===== src/rtl/lt_pkg.sv =====
`timescale 1ns/1ps
package lt_pkg;

    typedef enum logic [3:0] {
        ST_IDLE,
        ST_QUIESCE,
        ST_TX_ON,
        ST_RX_ON,
        ST_P1_WAIT,
        ST_P1_READ,
        ST_P1_JUDGE,
        ST_P2_SWITCH,
        ST_P2_WAIT,
        ST_P2_READ,
        ST_P2_JUDGE,
        ST_LOCKED,
        ST_GIVEUP
    } lt_state_e;

    localparam logic [1:0] PAT_OFF = 2'b00;
    localparam logic [1:0] PAT_ONE = 2'b01;
    localparam logic [1:0] PAT_TWO = 2'b10;

    // Whole cycles covering a delay in ns, rounded up, never below one.
    function automatic int unsigned ns_to_cycles(input int unsigned ns,
                                                 input int unsigned khz);
        longint unsigned prod;
        longint unsigned cyc;
        prod = longint'(ns) * longint'(khz);
        cyc  = (prod + 64'd999999) / 64'd1000000;
        if (cyc == 0) cyc = 1;
        return int'(cyc);
    endfunction

endpackage


===== src/rtl/lt_settle_timer.sv =====
`timescale 1ns/1ps
module lt_settle_timer #(
    parameter int unsigned SHORT_CYC = 25,
    parameter int unsigned LONG_CYC  = 75
) (
    input  logic clk,
    input  logic rst_n,
    input  logic run,
    input  logic use_long,
    output logic expired
);
    localparam int unsigned MAXC = (SHORT_CYC > LONG_CYC) ? SHORT_CYC : LONG_CYC;
    localparam int unsigned CW   = $clog2(MAXC + 1);

    logic [CW-1:0] cnt;
    logic [CW-1:0] limit;

    assign limit   = use_long ? CW'(LONG_CYC - 1) : CW'(SHORT_CYC - 1);
    assign expired = run && (cnt == limit);

    always_ff @(posedge clk or negedge rst_n) begin
        if (!rst_n) begin
            cnt <= '0;
        end else if (!run || expired) begin
            cnt <= '0;
        end else begin
            cnt <= cnt + 1'b1;
        end
    end
endmodule


===== src/rtl/lt_step_ctr.sv =====
`timescale 1ns/1ps
module lt_step_ctr #(
    parameter  int unsigned COUNT = 8,
    localparam int unsigned W     = (COUNT > 1) ? $clog2(COUNT) : 1
) (
    input  logic         clk,
    input  logic         rst_n,
    input  logic         clr,
    input  logic         inc,
    output logic [W-1:0] value,
    output logic         at_last
);
    assign at_last = (value == W'(COUNT - 1));

    always_ff @(posedge clk or negedge rst_n) begin
        if (!rst_n) begin
            value <= '0;
        end else if (clr) begin
            value <= '0;
        end else if (inc && !at_last) begin
            value <= value + 1'b1;
        end
    end
endmodule


===== src/rtl/link_train_seq.sv =====
`timescale 1ns/1ps
module link_train_seq
    import lt_pkg::*;
#(
    parameter  int unsigned CLK_KHZ         = 50000,
    parameter  int unsigned P1_NS           = 500,
    parameter  int unsigned P2_NS           = 1500,
    parameter  int unsigned DRIVE_ENTRIES   = 4,
    parameter  int unsigned TRIES_PER_ENTRY = 2,
    parameter  int unsigned LOCK_SAMPLES    = 4,
    parameter  int unsigned LANE_W          = 3,
    localparam int unsigned DRV_W           = (DRIVE_ENTRIES > 1) ? $clog2(DRIVE_ENTRIES) : 1
) (
    input  logic              clk,
    input  logic              rst_n,
    input  logic              start,
    input  logic [LANE_W-1:0] lane_cfg,
    input  logic              bit_lock,
    input  logic              sym_lock,
    output logic              tx_en,
    output logic              rx_en,
    output logic [1:0]        tx_pat,
    output logic [1:0]        rx_pat,
    output logic [LANE_W-1:0] tx_lanes,
    output logic [DRV_W-1:0]  drive_idx,
    output logic              bit_lock_clr,
    output logic              sym_lock_clr,
    output logic              done,
    output logic              fail
);
    localparam int unsigned ATTEMPTS = DRIVE_ENTRIES * TRIES_PER_ENTRY;
    localparam int unsigned AT_W     = (ATTEMPTS > 1) ? $clog2(ATTEMPTS) : 1;
    localparam int unsigned SM_W     = (LOCK_SAMPLES > 1) ? $clog2(LOCK_SAMPLES) : 1;
    localparam int unsigned T1_CYC   = ns_to_cycles(P1_NS, CLK_KHZ);
    localparam int unsigned T2_CYC   = ns_to_cycles(P2_NS, CLK_KHZ);

    lt_state_e state, nxt;

    logic            lock_cap;
    logic            hit1, hit2;
    logic            tmr_run, tmr_long, tmr_exp;
    logic            att_clr, att_inc, att_last;
    logic [AT_W-1:0] attempt;
    logic            smp_clr, smp_inc, smp_last;
    logic [SM_W-1:0] sample;

    assign hit1 = lock_cap | bit_lock;
    assign hit2 = lock_cap | sym_lock;

    lt_settle_timer #(.SHORT_CYC(T1_CYC), .LONG_CYC(T2_CYC)) u_timer (
        .clk      (clk),
        .rst_n    (rst_n),
        .run      (tmr_run),
        .use_long (tmr_long),
        .expired  (tmr_exp)
    );

    lt_step_ctr #(.COUNT(ATTEMPTS)) u_attempts (
        .clk     (clk),
        .rst_n   (rst_n),
        .clr     (att_clr),
        .inc     (att_inc),
        .value   (attempt),
        .at_last (att_last)
    );

    lt_step_ctr #(.COUNT(LOCK_SAMPLES)) u_samples (
        .clk     (clk),
        .rst_n   (rst_n),
        .clr     (smp_clr),
        .inc     (smp_inc),
        .value   (sample),
        .at_last (smp_last)
    );

    // state register
    always_ff @(posedge clk or negedge rst_n) begin
        if (!rst_n) begin
            state <= ST_IDLE;
        end else begin
            state <= nxt;
        end
    end

    // captured lock sample and latched lane count
    always_ff @(posedge clk or negedge rst_n) begin
        if (!rst_n) begin
            lock_cap <= 1'b0;
            tx_lanes <= '0;
        end else begin
            if (state == ST_P1_READ) lock_cap <= bit_lock;
            if (state == ST_P2_READ) lock_cap <= sym_lock;
            if (state == ST_QUIESCE) tx_lanes <= lane_cfg;
        end
    end

    // next state
    always_comb begin
        nxt = state;
        unique case (state)
            ST_IDLE:      if (start) nxt = ST_QUIESCE;
            ST_QUIESCE:   nxt = ST_TX_ON;
            ST_TX_ON:     nxt = ST_RX_ON;
            ST_RX_ON:     nxt = ST_P1_WAIT;
            ST_P1_WAIT:   if (tmr_exp) nxt = ST_P1_READ;
            ST_P1_READ:   nxt = ST_P1_JUDGE;
            ST_P1_JUDGE: begin
                if (hit1)           nxt = ST_P2_SWITCH;
                else if (!smp_last) nxt = ST_P1_WAIT;
                else if (att_last)  nxt = ST_GIVEUP;
                else                nxt = ST_QUIESCE;
            end
            ST_P2_SWITCH: nxt = ST_P2_WAIT;
            ST_P2_WAIT:   if (tmr_exp) nxt = ST_P2_READ;
            ST_P2_READ:   nxt = ST_P2_JUDGE;
            ST_P2_JUDGE: begin
                if (hit2)           nxt = ST_LOCKED;
                else if (!smp_last) nxt = ST_P2_WAIT;
                else if (att_last)  nxt = ST_GIVEUP;
                else                nxt = ST_QUIESCE;
            end
            ST_LOCKED:    if (start) nxt = ST_QUIESCE;
            ST_GIVEUP:    nxt = ST_IDLE;
            default:      nxt = ST_IDLE;
        endcase
    end

    // outputs and counter controls
    always_comb begin
        tx_en        = 1'b0;
        rx_en        = 1'b0;
        tx_pat       = PAT_OFF;
        rx_pat       = PAT_OFF;
        bit_lock_clr = 1'b0;
        sym_lock_clr = 1'b0;
        done         = 1'b0;
        fail         = 1'b0;
        tmr_run      = 1'b0;
        tmr_long     = 1'b0;
        att_clr      = 1'b0;
        att_inc      = 1'b0;
        smp_clr      = 1'b0;
        smp_inc      = 1'b0;
        unique case (state)
            ST_IDLE: begin
                att_clr = start;
            end
            ST_QUIESCE: begin
                smp_clr = 1'b1;
            end
            ST_TX_ON: begin
                tx_en  = 1'b1;
                tx_pat = PAT_ONE;
            end
            ST_RX_ON, ST_P1_READ: begin
                tx_en  = 1'b1;
                rx_en  = 1'b1;
                tx_pat = PAT_ONE;
                rx_pat = PAT_ONE;
            end
            ST_P1_WAIT: begin
                tx_en   = 1'b1;
                rx_en   = 1'b1;
                tx_pat  = PAT_ONE;
                rx_pat  = PAT_ONE;
                tmr_run = 1'b1;
            end
            ST_P1_JUDGE: begin
                tx_en        = 1'b1;
                rx_en        = 1'b1;
                tx_pat       = PAT_ONE;
                rx_pat       = PAT_ONE;
                bit_lock_clr = hit1;
                smp_inc      = !hit1 && !smp_last;
                att_inc      = !hit1 && smp_last && !att_last;
            end
            ST_P2_SWITCH: begin
                tx_en   = 1'b1;
                rx_en   = 1'b1;
                tx_pat  = PAT_TWO;
                rx_pat  = PAT_TWO;
                smp_clr = 1'b1;
            end
            ST_P2_WAIT: begin
                tx_en    = 1'b1;
                rx_en    = 1'b1;
                tx_pat   = PAT_TWO;
                rx_pat   = PAT_TWO;
                tmr_run  = 1'b1;
                tmr_long = 1'b1;
            end
            ST_P2_READ: begin
                tx_en  = 1'b1;
                rx_en  = 1'b1;
                tx_pat = PAT_TWO;
                rx_pat = PAT_TWO;
            end
            ST_P2_JUDGE: begin
                tx_en        = 1'b1;
                rx_en        = 1'b1;
                tx_pat       = PAT_TWO;
                rx_pat       = PAT_TWO;
                sym_lock_clr = hit2;
                smp_inc      = !hit2 && !smp_last;
                att_inc      = !hit2 && smp_last && !att_last;
            end
            ST_LOCKED: begin
                tx_en   = 1'b1;
                rx_en   = 1'b1;
                tx_pat  = PAT_TWO;
                rx_pat  = PAT_TWO;
                done    = 1'b1;
                att_clr = start;
            end
            ST_GIVEUP: begin
                fail = 1'b1;
            end
            default: begin
                fail = 1'b0;
            end
        endcase
    end

    assign drive_idx = DRV_W'(attempt / AT_W'(TRIES_PER_ENTRY));

endmodule


===== config.mk =====
export PLATFORM = sky130hd
export DESIGN_NAME = link_train_seq
export DESIGN_NICKNAME = d
export VERILOG_FILES = /design/src/rtl/lt_pkg.sv /design/src/rtl/lt_settle_timer.sv /design/src/rtl/lt_step_ctr.sv /design/src/rtl/link_train_seq.sv
export SDC_FILE = /design/constraint.sdc
export NUM_CORES = 1
export LEC_CHECK = 0
export ABC_AREA = 0
export BUFFER_PORTS_ARGS = -buffer_cell sky130_fd_sc_hd__clkbuf_2
export CAP_MARGIN = 20
export CORE_UTILIZATION = 40
export DETAILED_ROUTE_END_ITERATION = 8
export SLEW_MARGIN = 20
export SYNTH_ARGS = -nofsm -noshare
export SYNTH_HDL_FRONTEND = slang
export SYNTH_SLANG_ARGS = --single-unit

===== constraint.sdc =====
create_clock -name clk -period 3.6 [get_ports clk]
set_clock_uncertainty 0.05 [all_clocks]
set_input_delay 0.36 -clock clk [delete_from_list [all_inputs] [get_ports clk]]
set_output_delay 0.36 -clock clk [all_outputs]
set_load 0.03 [all_outputs]

==> run_summary.xml, run 1 <==
<?xml version="1.0" encoding="UTF-8"?>
<metrics>
  <group name="sta">
    <metric name="maxSlewHeadroom" unit="%">60.5</metric>
    <metric name="worst_slew_pin_slew" unit="ns">0.593</metric>
    <metric name="fmax" unit="MHz">416</metric>
    <metric name="finalHoldViolations" unit="">0</metric>
    <metric name="finalSetupViolations" unit="">0</metric>
    <metric name="finalSetupTns" unit="ns">0</metric>
    <metric name="final-max-slew-violation-count" unit="">0</metric>
    <metric name="setup_repair_after_global_routing_missed_its_margin" unit="">no</metric>
    <metric name="layout_min_cycle_time" unit="ns">2.41</metric>
    <metric name="period_share" unit="%">66.8</metric>
    <metric name="hold_ws" unit="ns">0.227</metric>
  </group>
  <group name="yosys">
    <metric name="yosysSeqAreaShare" unit="%">40.0</metric>
    <metric name="postSynth.asyncResetShare" unit="%">100</metric>
    <metric name="post_synth_adder_cell_area" unit="%">4.00</metric>
    <metric name="netlist_area" unit="um2">1250</metric>
    <metric name="synthesis.nets" unit="">150</metric>
    <metric name="synthMuxAreaShare" unit="%">5.89</metric>
    <metric name="yosys.area_share.simple" unit="%">25.2</metric>
    <metric name="yosysUniqueCellTypes" unit="">40</metric>
    <metric name="yosys_most_used_dff" unit="">sky130_fd_sc_hd__dfrtp_1</metric>
    <metric name="syn-instance-count" unit="">138</metric>
    <metric name="yosys_register_bits" unit="">20</metric>
    <metric name="postSynthAreaPerCell" unit="um2">9.08</metric>
    <metric name="yosys.area_share.xor_xnor" unit="%">5.59</metric>
    <metric name="dominant_combinational_cell_family_by_area_after_synthesis" unit="">simple AND/OR/NAND/NOR gates</metric>
    <metric name="count_of_flip_flops_with_a_built_in_enable_after_synthesis" unit="">0</metric>
    <metric name="compound_gate_portion_of_the_synthesized_area" unit="%">14.7</metric>
    <metric name="synthesis.yosys.warnings" unit="">0</metric>
  </group>
  <group name="floorplanning">
    <metric name="die_area" unit="um2">3360</metric>
    <metric name="design.core.area" unit="um2">2850</metric>
    <metric name="top_level_ports" unit="">23</metric>
    <metric name="floorplan.die.height" unit="um">58.0</metric>
    <metric name="start_util" unit="%">43.9</metric>
    <metric name="floorplan.die.width" unit="um">58.0</metric>
    <metric name="row_count" unit="">19</metric>
  </group>
  <group name="global_route">
    <metric name="grtUsageTotal" unit="%">17.0</metric>
    <metric name="first_global_vias" unit="">966</metric>
    <metric name="grt.overflow.total" unit="">0</metric>
    <metric name="first_pass_grt_wire_length" unit="mm">4.40</metric>
    <metric name="maximum_number_of_pins_on_one_net_before_global_route_repair" unit="">21</metric>
    <metric name="antenna_found_initial" unit="">0</metric>
  </group>
  <group name="clock_tree">
    <metric name="ctsRootBufferMaster" unit="">sky130_fd_sc_hd__clkbuf_4</metric>
    <metric name="tritoncts_buffer_count" unit="">3</metric>
    <metric name="tritoncts" unit="">yes</metric>
    <metric name="cts_buffer_depth" unit="">2</metric>
    <metric name="clock_sinks" unit="">20</metric>
    <metric name="clk_transition_reported_paths" unit="ns">0.13</metric>
    <metric name="cts_max_level" unit="">1</metric>
    <metric name="clk-insertion-delay-late" unit="ns">0.31</metric>
  </group>
  <group name="routing">
    <metric name="firstDrtPassIters" unit="">7</metric>
    <metric name="post_route_antenna_net_violation_count" unit="">0</metric>
    <metric name="vias_per_cell" unit="">5.43</metric>
    <metric name="finalWirelength" unit="mm">2.52</metric>
    <metric name="first_iter_violations" unit="">81</metric>
    <metric name="routed-via-count" unit="">1026</metric>
    <metric name="detail_route.wl_per_cell" unit="um">13.4</metric>
    <metric name="drc_errors" unit="">2</metric>
  </group>
  <group name="layout">
    <metric name="diodes" unit="">0</metric>
    <metric name="areaGrowthSynthToFinish" unit="%">13.4</metric>
    <metric name="nNetsFinal" unit="">171</metric>
    <metric name="final_layout_size_suffix_gt1_share" unit="%">21.5</metric>
    <metric name="instances_no_fill" unit="">189</metric>
  </group>
  <group name="critical_path">
    <metric name="critical_path.endpoint_type" unit="">output port</metric>
    <metric name="startpoint_type" unit="">flop</metric>
    <metric name="worstSetupPathType" unit="">reg -&gt; out</metric>
    <metric name="crit_required" unit="ns">3.19</metric>
    <metric name="cp.arrival" unit="ns">2.00</metric>
    <metric name="worstPathMaxFanout" unit="">16</metric>
    <metric name="internal_reg_to_reg_setup_slack" unit="ns">1.54</metric>
  </group>
  <group name="placed_design">
    <metric name="gp_congestion" unit="">0.760</metric>
    <metric name="detailedPlacementHpwl" unit="mm">1.87</metric>
    <metric name="placedCellCount" unit="">184</metric>
    <metric name="io_buffer_count" unit="">22</metric>
  </group>
  <group name="status">
    <metric name="failed_checks" unit="">DRC</metric>
    <metric name="outcome" unit="">finished, violations left</metric>
  </group>
  <group name="run">
    <metric name="max_cap_viol" unit="">0</metric>
  </group>
  <group name="worst_hold_path">
    <metric name="hp-class" unit="">in -&gt; reg</metric>
  </group>
  <group name="power">
    <metric name="power.static_leakage" unit="nW">0.655</metric>
    <metric name="power_per_standard_cell_area" unit="nW/um2">791</metric>
    <metric name="vdd.ir_drop.worst" unit="uV">261</metric>
  </group>
</metrics>
cell usage after synthesis, drive strengths merged (4+ instances only):
library cell	instances	area (um2)
mux2i	4	40.0
inv	4	15.0
dfrtp	20	500
nor2b	7	43.8
nand2b	4	25.0
nand2	8	30.0
xnor2	6	52.6
a21oi	9	45.0
nand3	4	20.0
ha	4	50.1
buf	5	36.3
nor2	25	93.8
o21ai	7	38.8
cells by family (layout without fill, tap and decap cells):
family,after synthesis,count (layout)
buffers and inverters,11,31
and+or+nand+nor,60,60
xor gates and xnor gates,8,8
muxes,7,7
adders and majority gates,4,4
DFF,20,20
AOI/OAI and AO/OA,28,28
final timing paths:
path | from | end | cells after the start
min in group asynchronous | rst_n | u_samples.value[1] | 2
worst max register to register | state[2] | state[0] | 5
worst min register to register | u_timer.cnt[0] | u_timer.cnt[0] | 1
max in group asynchronous | rst_n | u_attempts.value[1] | 2
worst min-delay path | lane_cfg[2] | tx_lanes[2] | 2
worst max-delay path | state[1] | rx_en | 5
metal layers:
| layer | routed length, um | global-route usage, % | up-vias |
|---|---|---|---|
| li1 | - | - | 520 |
| met1 | 1220 | 22.9 | 485 |
| met2 | 1190 | 27.3 | 19 |
| met3 | 94 | 4.69 | 2 |
| met4 | 13 | 4.42 | 0 |
| met5 | 0 | 0 | - |
state kept, by name, indices dropped and copies added (netlist names):
register	flops
lock_cap	1
u_attempts.value	3
u_samples.value	2
tx_lanes	3
u_timer.cnt	7
state	4
worst max-delay path, cell delays in order, from the launching register on:
cell and delay (ns):
sky130_fd_sc_hd__dfrtp_1 0.68, sky130_fd_sc_hd__nand2_1 0.27, sky130_fd_sc_hd__xnor2_1 0.20, sky130_fd_sc_hd__nor2_1 0.07, sky130_fd_sc_hd__or2_2 0.29, sky130_fd_sc_hd__clkbuf_2 0.18
area by class of cell:
type                    count  area (um2)
fillers                   274        1430
multi-input cells         107         693
flip-flops and latches     20         500
repair buffers             23         120
well taps                  31        38.8
clock inverters             1        30.0
clock buffers               3        22.5
inverters                   4        15.0
what timing repair did:
action	CTS	global route
hold buffers	1	0
setup buffers	0	0
hold endpoints to repair	20	0
resized for setup	0	0
metrics by stage:
| stage | worst slack (ns) | power [W] | instance area, um2 | utilization [%] |
|---|---|---|---|---|
| after global routing | 0.978 | 0.00122 | 1420 | 49.8 |
| final | 1.19 | 0.00112 | 1420 | 49.8 |
| after detailed placement | 1.58 | 0.000937 | 1360 | 47.6 |
| after CTS | 1.21 | 0.00113 | 1420 | 49.8 |
| after floorplan | 1.31 | 0.000820 | 1250 | - |
| after global placement | 1.57 | 0.000931 | 1360 | 47.6 |
report_power, final:
part           switching, W  internal, W
registers          0.000109     0.000278
clock network     0.0000752     0.000113
logic              0.000340     0.000208
cell usage in the layout, fill, tap and decap left out, drive strengths merged, types with 2 or more instances in the layout:
cell,count
nor2b,7
a21boi,2
inv,4
xnor2,6
ha,4
mux2i,4
mux2,3
clkbuf,25
xor2,2
nor3,3
a21oi,9
nand2b,4
o21ai,7
dfrtp,20
nand3,4
nand2,8
nor2,25
a41oi,2
(Power assumes the default switching activity.)
==> run 2, diff against run 1 <==
--- a/config.mk
+++ b/config.mk
@@ -5,7 +5,7 @@
 export SDC_FILE = /design/constraint.sdc
 export NUM_CORES = 1
 export LEC_CHECK = 0
-export ABC_AREA = 0
+export ABC_AREA = 1
 export BUFFER_PORTS_ARGS = -buffer_cell sky130_fd_sc_hd__clkbuf_2
 export CAP_MARGIN = 20
 export CORE_UTILIZATION = 40
==> constraint.sdc (replaced) <==
create_clock -name clk -period 1.95 [get_ports clk]
set_clock_uncertainty 0.05 [all_clocks]
set_input_delay 0.195 -clock clk [delete_from_list [all_inputs] [get_ports clk]]
set_output_delay 0.195 -clock clk [all_outputs]
set_load 0.03 [all_outputs]
==> run_summary.xml, run 2 <==
<?xml version="1.0" encoding="UTF-8"?>
<metrics>
  <group name="critical_path">
    <metric name="cp.arrival" unit="ns">1.55</metric>
    <metric name="startpoint_type" unit="">flop</metric>
    <metric name="worstSetupPathType" unit="">reg -&gt; out</metric>
    <metric name="critical-path-max-stage-delay" unit="ns">0.48</metric>
    <metric name="rr_startpoint" unit="">u_attempts.value[1]</metric>
    <metric name="crit_slowest_cell" unit="">sky130_fd_sc_hd__dfrtp_1</metric>
    <metric name="worstPathMaxFanout" unit="">7</metric>
    <metric name="r2r_end" unit="">state[3]</metric>
    <metric name="crit_chain" unit="">inv_2 -&gt; nand2_2 -&gt; nor2_1 -&gt; nand2_1 -&gt; inv_1 -&gt; clkbuf_2</metric>
    <metric name="cp_num_buf_inv" unit="">3</metric>
    <metric name="crit_family" unit="">flip-flops</metric>
    <metric name="internal_reg_to_reg_setup_slack" unit="ns">0.38</metric>
    <metric name="reg2regPathDepth" unit="">8</metric>
    <metric name="critical_path.endpoint_type" unit="">output port</metric>
    <metric name="crit_required" unit="ns">1.70</metric>
  </group>
  <group name="floorplanning">
    <metric name="top_level_ports" unit="">23</metric>
    <metric name="die_area" unit="um2">3500</metric>
    <metric name="floorplan.die.width" unit="um">59.2</metric>
    <metric name="floorplan.die.height" unit="um">59.2</metric>
    <metric name="start_util" unit="%">42.5</metric>
    <metric name="design.core.area" unit="um2">3080</metric>
    <metric name="row_count" unit="">20</metric>
  </group>
  <group name="sta">
    <metric name="setup_repair_after_global_routing_missed_its_margin" unit="">no</metric>
    <metric name="maxSlewHeadroom" unit="%">65.7</metric>
    <metric name="period_share" unit="%">92.2</metric>
    <metric name="worst_slew_pin_slew" unit="ns">0.515</metric>
    <metric name="finalSetupTns" unit="ns">0</metric>
    <metric name="hold_ws" unit="ns">0.0442</metric>
    <metric name="finalHoldViolations" unit="">0</metric>
    <metric name="layout_min_cycle_time" unit="ns">1.80</metric>
    <metric name="final-max-slew-violation-count" unit="">0</metric>
    <metric name="finalSetupViolations" unit="">0</metric>
    <metric name="fmax" unit="MHz">556</metric>
  </group>
  <group name="routing">
    <metric name="drc_errors" unit="">0</metric>
    <metric name="firstDrtPassIters" unit="">6</metric>
    <metric name="first_iter_violations" unit="">46</metric>
    <metric name="finalWirelength" unit="mm">2.73</metric>
    <metric name="vias_per_cell" unit="">4.74</metric>
    <metric name="routed-via-count" unit="">1176</metric>
    <metric name="met1Wirelength" unit="mm">1.40</metric>
    <metric name="post_route_antenna_net_violation_count" unit="">0</metric>
    <metric name="met3_wirelength" unit="um">84</metric>
    <metric name="route.top_layer_used" unit="">met3</metric>
    <metric name="detail_route.wl_per_cell" unit="um">11.0</metric>
    <metric name="detailroute.wirelength.met2" unit="mm">1.24</metric>
  </group>
  <group name="global_route">
    <metric name="grtUsageTotal" unit="%">17.1</metric>
    <metric name="antenna_found_initial" unit="">0</metric>
    <metric name="first_global_vias" unit="">1032</metric>
    <metric name="grt.overflow.total" unit="">0</metric>
    <metric name="first_pass_grt_wire_length" unit="mm">4.62</metric>
    <metric name="maximum_number_of_pins_on_one_net_before_global_route_repair" unit="">21</metric>
  </group>
  <group name="yosys">
    <metric name="yosysSeqAreaShare" unit="%">38.2</metric>
    <metric name="synth_top_cell_area_share" unit="%">38.2</metric>
    <metric name="yosysUniqueCellTypes" unit="">28</metric>
    <metric name="syn-instance-count" unit="">180</metric>
    <metric name="postSynthAreaPerCell" unit="um2">7.27</metric>
    <metric name="synthesis.nets" unit="">192</metric>
    <metric name="yosys-top-cells-area" unit="">sky130_fd_sc_hd__dfrtp_1, sky130_fd_sc_hd__nand2_1, sky130_fd_sc_hd__nor2_1</metric>
    <metric name="count_of_flip_flops_with_a_built_in_enable_after_synthesis" unit="">0</metric>
    <metric name="yosysMostFrequentCell" unit="">sky130_fd_sc_hd__nand2_1</metric>
    <metric name="yosys_most_used_dff" unit="">sky130_fd_sc_hd__dfrtp_1</metric>
    <metric name="synth_top_cells_by_count" unit="">sky130_fd_sc_hd__nand2_1, sky130_fd_sc_hd__nor2_1, sky130_fd_sc_hd__inv_1</metric>
    <metric name="netlist_area" unit="um2">1310</metric>
    <metric name="synth.largest_area_cell" unit="">sky130_fd_sc_hd__dfrtp_1</metric>
    <metric name="yosys_register_bits" unit="">20</metric>
    <metric name="synthesis.yosys.warnings" unit="">0</metric>
    <metric name="postSynth.asyncResetShare" unit="%">100</metric>
  </group>
  <group name="status">
    <metric name="outcome" unit="">completed</metric>
  </group>
  <group name="layout">
    <metric name="areaGrowthSynthToFinish" unit="%">14.4</metric>
    <metric name="top_regs" unit="">u_timer.cnt (7), state (4)</metric>
    <metric name="largest_register" unit="">u_timer.cnt</metric>
    <metric name="largest_reg_flops" unit="">7</metric>
    <metric name="commonest_non_fill_non_tap_cells_in_the_layout" unit="">sky130_fd_sc_hd__nand2_1, sky130_fd_sc_hd__nor2_1, sky130_fd_sc_hd__inv_1, sky130_fd_sc_hd__clkbuf_2, sky130_fd_sc_hd__dfrtp_1</metric>
    <metric name="diodes" unit="">0</metric>
    <metric name="finalInstanceArea" unit="um2">1500</metric>
    <metric name="finalCoreUtilization" unit="%">48.7</metric>
    <metric name="nNetsFinal" unit="">217</metric>
    <metric name="fillers" unit="">336</metric>
    <metric name="most_common_library_cell_in_the_layout_ignoring_fill_and_taps" unit="">sky130_fd_sc_hd__nand2_1</metric>
    <metric name="final_layout_size_suffix_gt1_share" unit="%">25.5</metric>
  </group>
  <group name="worst_hold_path">
    <metric name="worst_hold_path.endpoint" unit="">tx_lanes[0]</metric>
    <metric name="hold-path-cell-count" unit="">3</metric>
    <metric name="hp-class" unit="">in -&gt; reg</metric>
    <metric name="hp-start" unit="">lane_cfg[0]</metric>
  </group>
  <group name="clock_tree">
    <metric name="post_cts.repair.setup_buffers" unit="">0</metric>
    <metric name="cts_max_level" unit="">1</metric>
    <metric name="clk-insertion-delay-late" unit="ns">0.30</metric>
    <metric name="cts_buffer_depth" unit="">2</metric>
    <metric name="ctsRootBufferMaster" unit="">sky130_fd_sc_hd__clkbuf_4</metric>
    <metric name="tritoncts_buffer_count" unit="">3</metric>
    <metric name="clock_sinks" unit="">20</metric>
    <metric name="clk_transition_reported_paths" unit="ns">0.12</metric>
    <metric name="tritoncts" unit="">yes</metric>
  </group>
  <group name="power">
    <metric name="power.static_leakage" unit="nW">0.784</metric>
    <metric name="vdd.ir_drop.worst" unit="uV">391</metric>
    <metric name="power_per_standard_cell_area" unit="nW/um2">453</metric>
  </group>
  <group name="placed_design">
    <metric name="io_buffer_count" unit="">22</metric>
    <metric name="place_area" unit="um2">1450</metric>
    <metric name="detailedPlacementHpwl" unit="mm">2.21</metric>
    <metric name="gp_congestion" unit="">0.816</metric>
  </group>
  <group name="run">
    <metric name="max_cap_viol" unit="">0</metric>
  </group>
</metrics>
[run 2: cell types whose count changed after synthesis, sizes merged, moves of 3 or more]
cell	change
nand2	+52
nand3	+9
inv	+22
mux2	-3
nand2b	-4
nor2	+6
mux2i	-4
xnor2	-6
a21oi	-6
nor2b	-7
[run 2: what timing repair did]
action	4_1_cts	5_1_grt
resized for setup	0	2
hold buffers	1	0
setup endpoints to repair	0	3
endpoints found under the hold margin	20	0
[run 2: logic make-up (layout without fill, tap and decap cells)]
group | after synthesis | after routing | synth area share [%]
adder cells (fa/ha/maj) | 4 | 4 | 3.82
XOR/XNOR | 2 | 2 | 1.34
AO/OA/AOI/OAI | 14 | 14 | 7.17
AND/OR/NAND/NOR | 111 | 111 | 40.0
flip-flops | 20 | 20 | 38.2
buffers and inverters | 29 | 53 | 9.46
[run 2: worst reg2reg max path, delay by kind of cell (launching register included)]
family                     cells  cell delay, ns
DFF                            1            0.42
and+or+nand+nor                4            0.38
AOI/OAI and AO/OA              1            0.15
buffers and inverters          1            0.06
adders and majority gates      2            0.42
[run 2: layout make-up]
| cell class | instances | area, um2 | area share (%) |
|---|---|---|---|
| Clock buffer | 4 | 36.3 | 2.42 |
| Inverter | 26 | 97.6 | 6.52 |
| Multi-Input combinational cell | 131 | 687 | 45.9 |
| Sequential cell | 20 | 502 | 33.5 |
| Tap cell | 44 | 55.1 | 3.68 |
| Timing Repair Buffer | 23 | 120 | 8.02 |
[run 2: stage by stage]
stage                     power (W)  cells  setup WS (ns)
final                      0.000678    248          0.151
after detailed placement   0.000444    243          0.388
after global placement     0.000443    243          0.389
after global routing       0.000708    248         0.0313
after floorplan            0.000427    180          0.215
after CTS                  0.000696    248         0.0775
[run 2: worst max-delay path by stage]
| stage | start | endpoint | cells past startpoint | slack, ns |
|---|---|---|---|---|
| after floorplan | state[1] | fail | 2 | 0.21 |
| after detailed placement | u_attempts.value[1] | u_attempts.value[0] | 8 | 0.39 |
| after global routing | state[3] | sym_lock_clr | 5 | 0.03 |
| after global placement | u_attempts.value[1] | state[3] | 8 | 0.39 |
| final | state[3] | bit_lock_clr | 6 | 0.15 |
| after CTS | state[1] | sym_lock_clr | 5 | 0.08 |
[run 2: power breakdown]
part | switching, W | internal [W]
sequential | 0.000000940 | 0.000416
combinational | 0.0000124 | 0.00000785
clock | 0.000127 | 0.000114
[run 2: layer usage]
layer / vias up / GRT usage (%)
li1: 611 / -
met1: 541 / 24.4
met2: 24 / 27.6
met3: 0 / 2.62
met4: 0 / 3.06
met5: - / 0
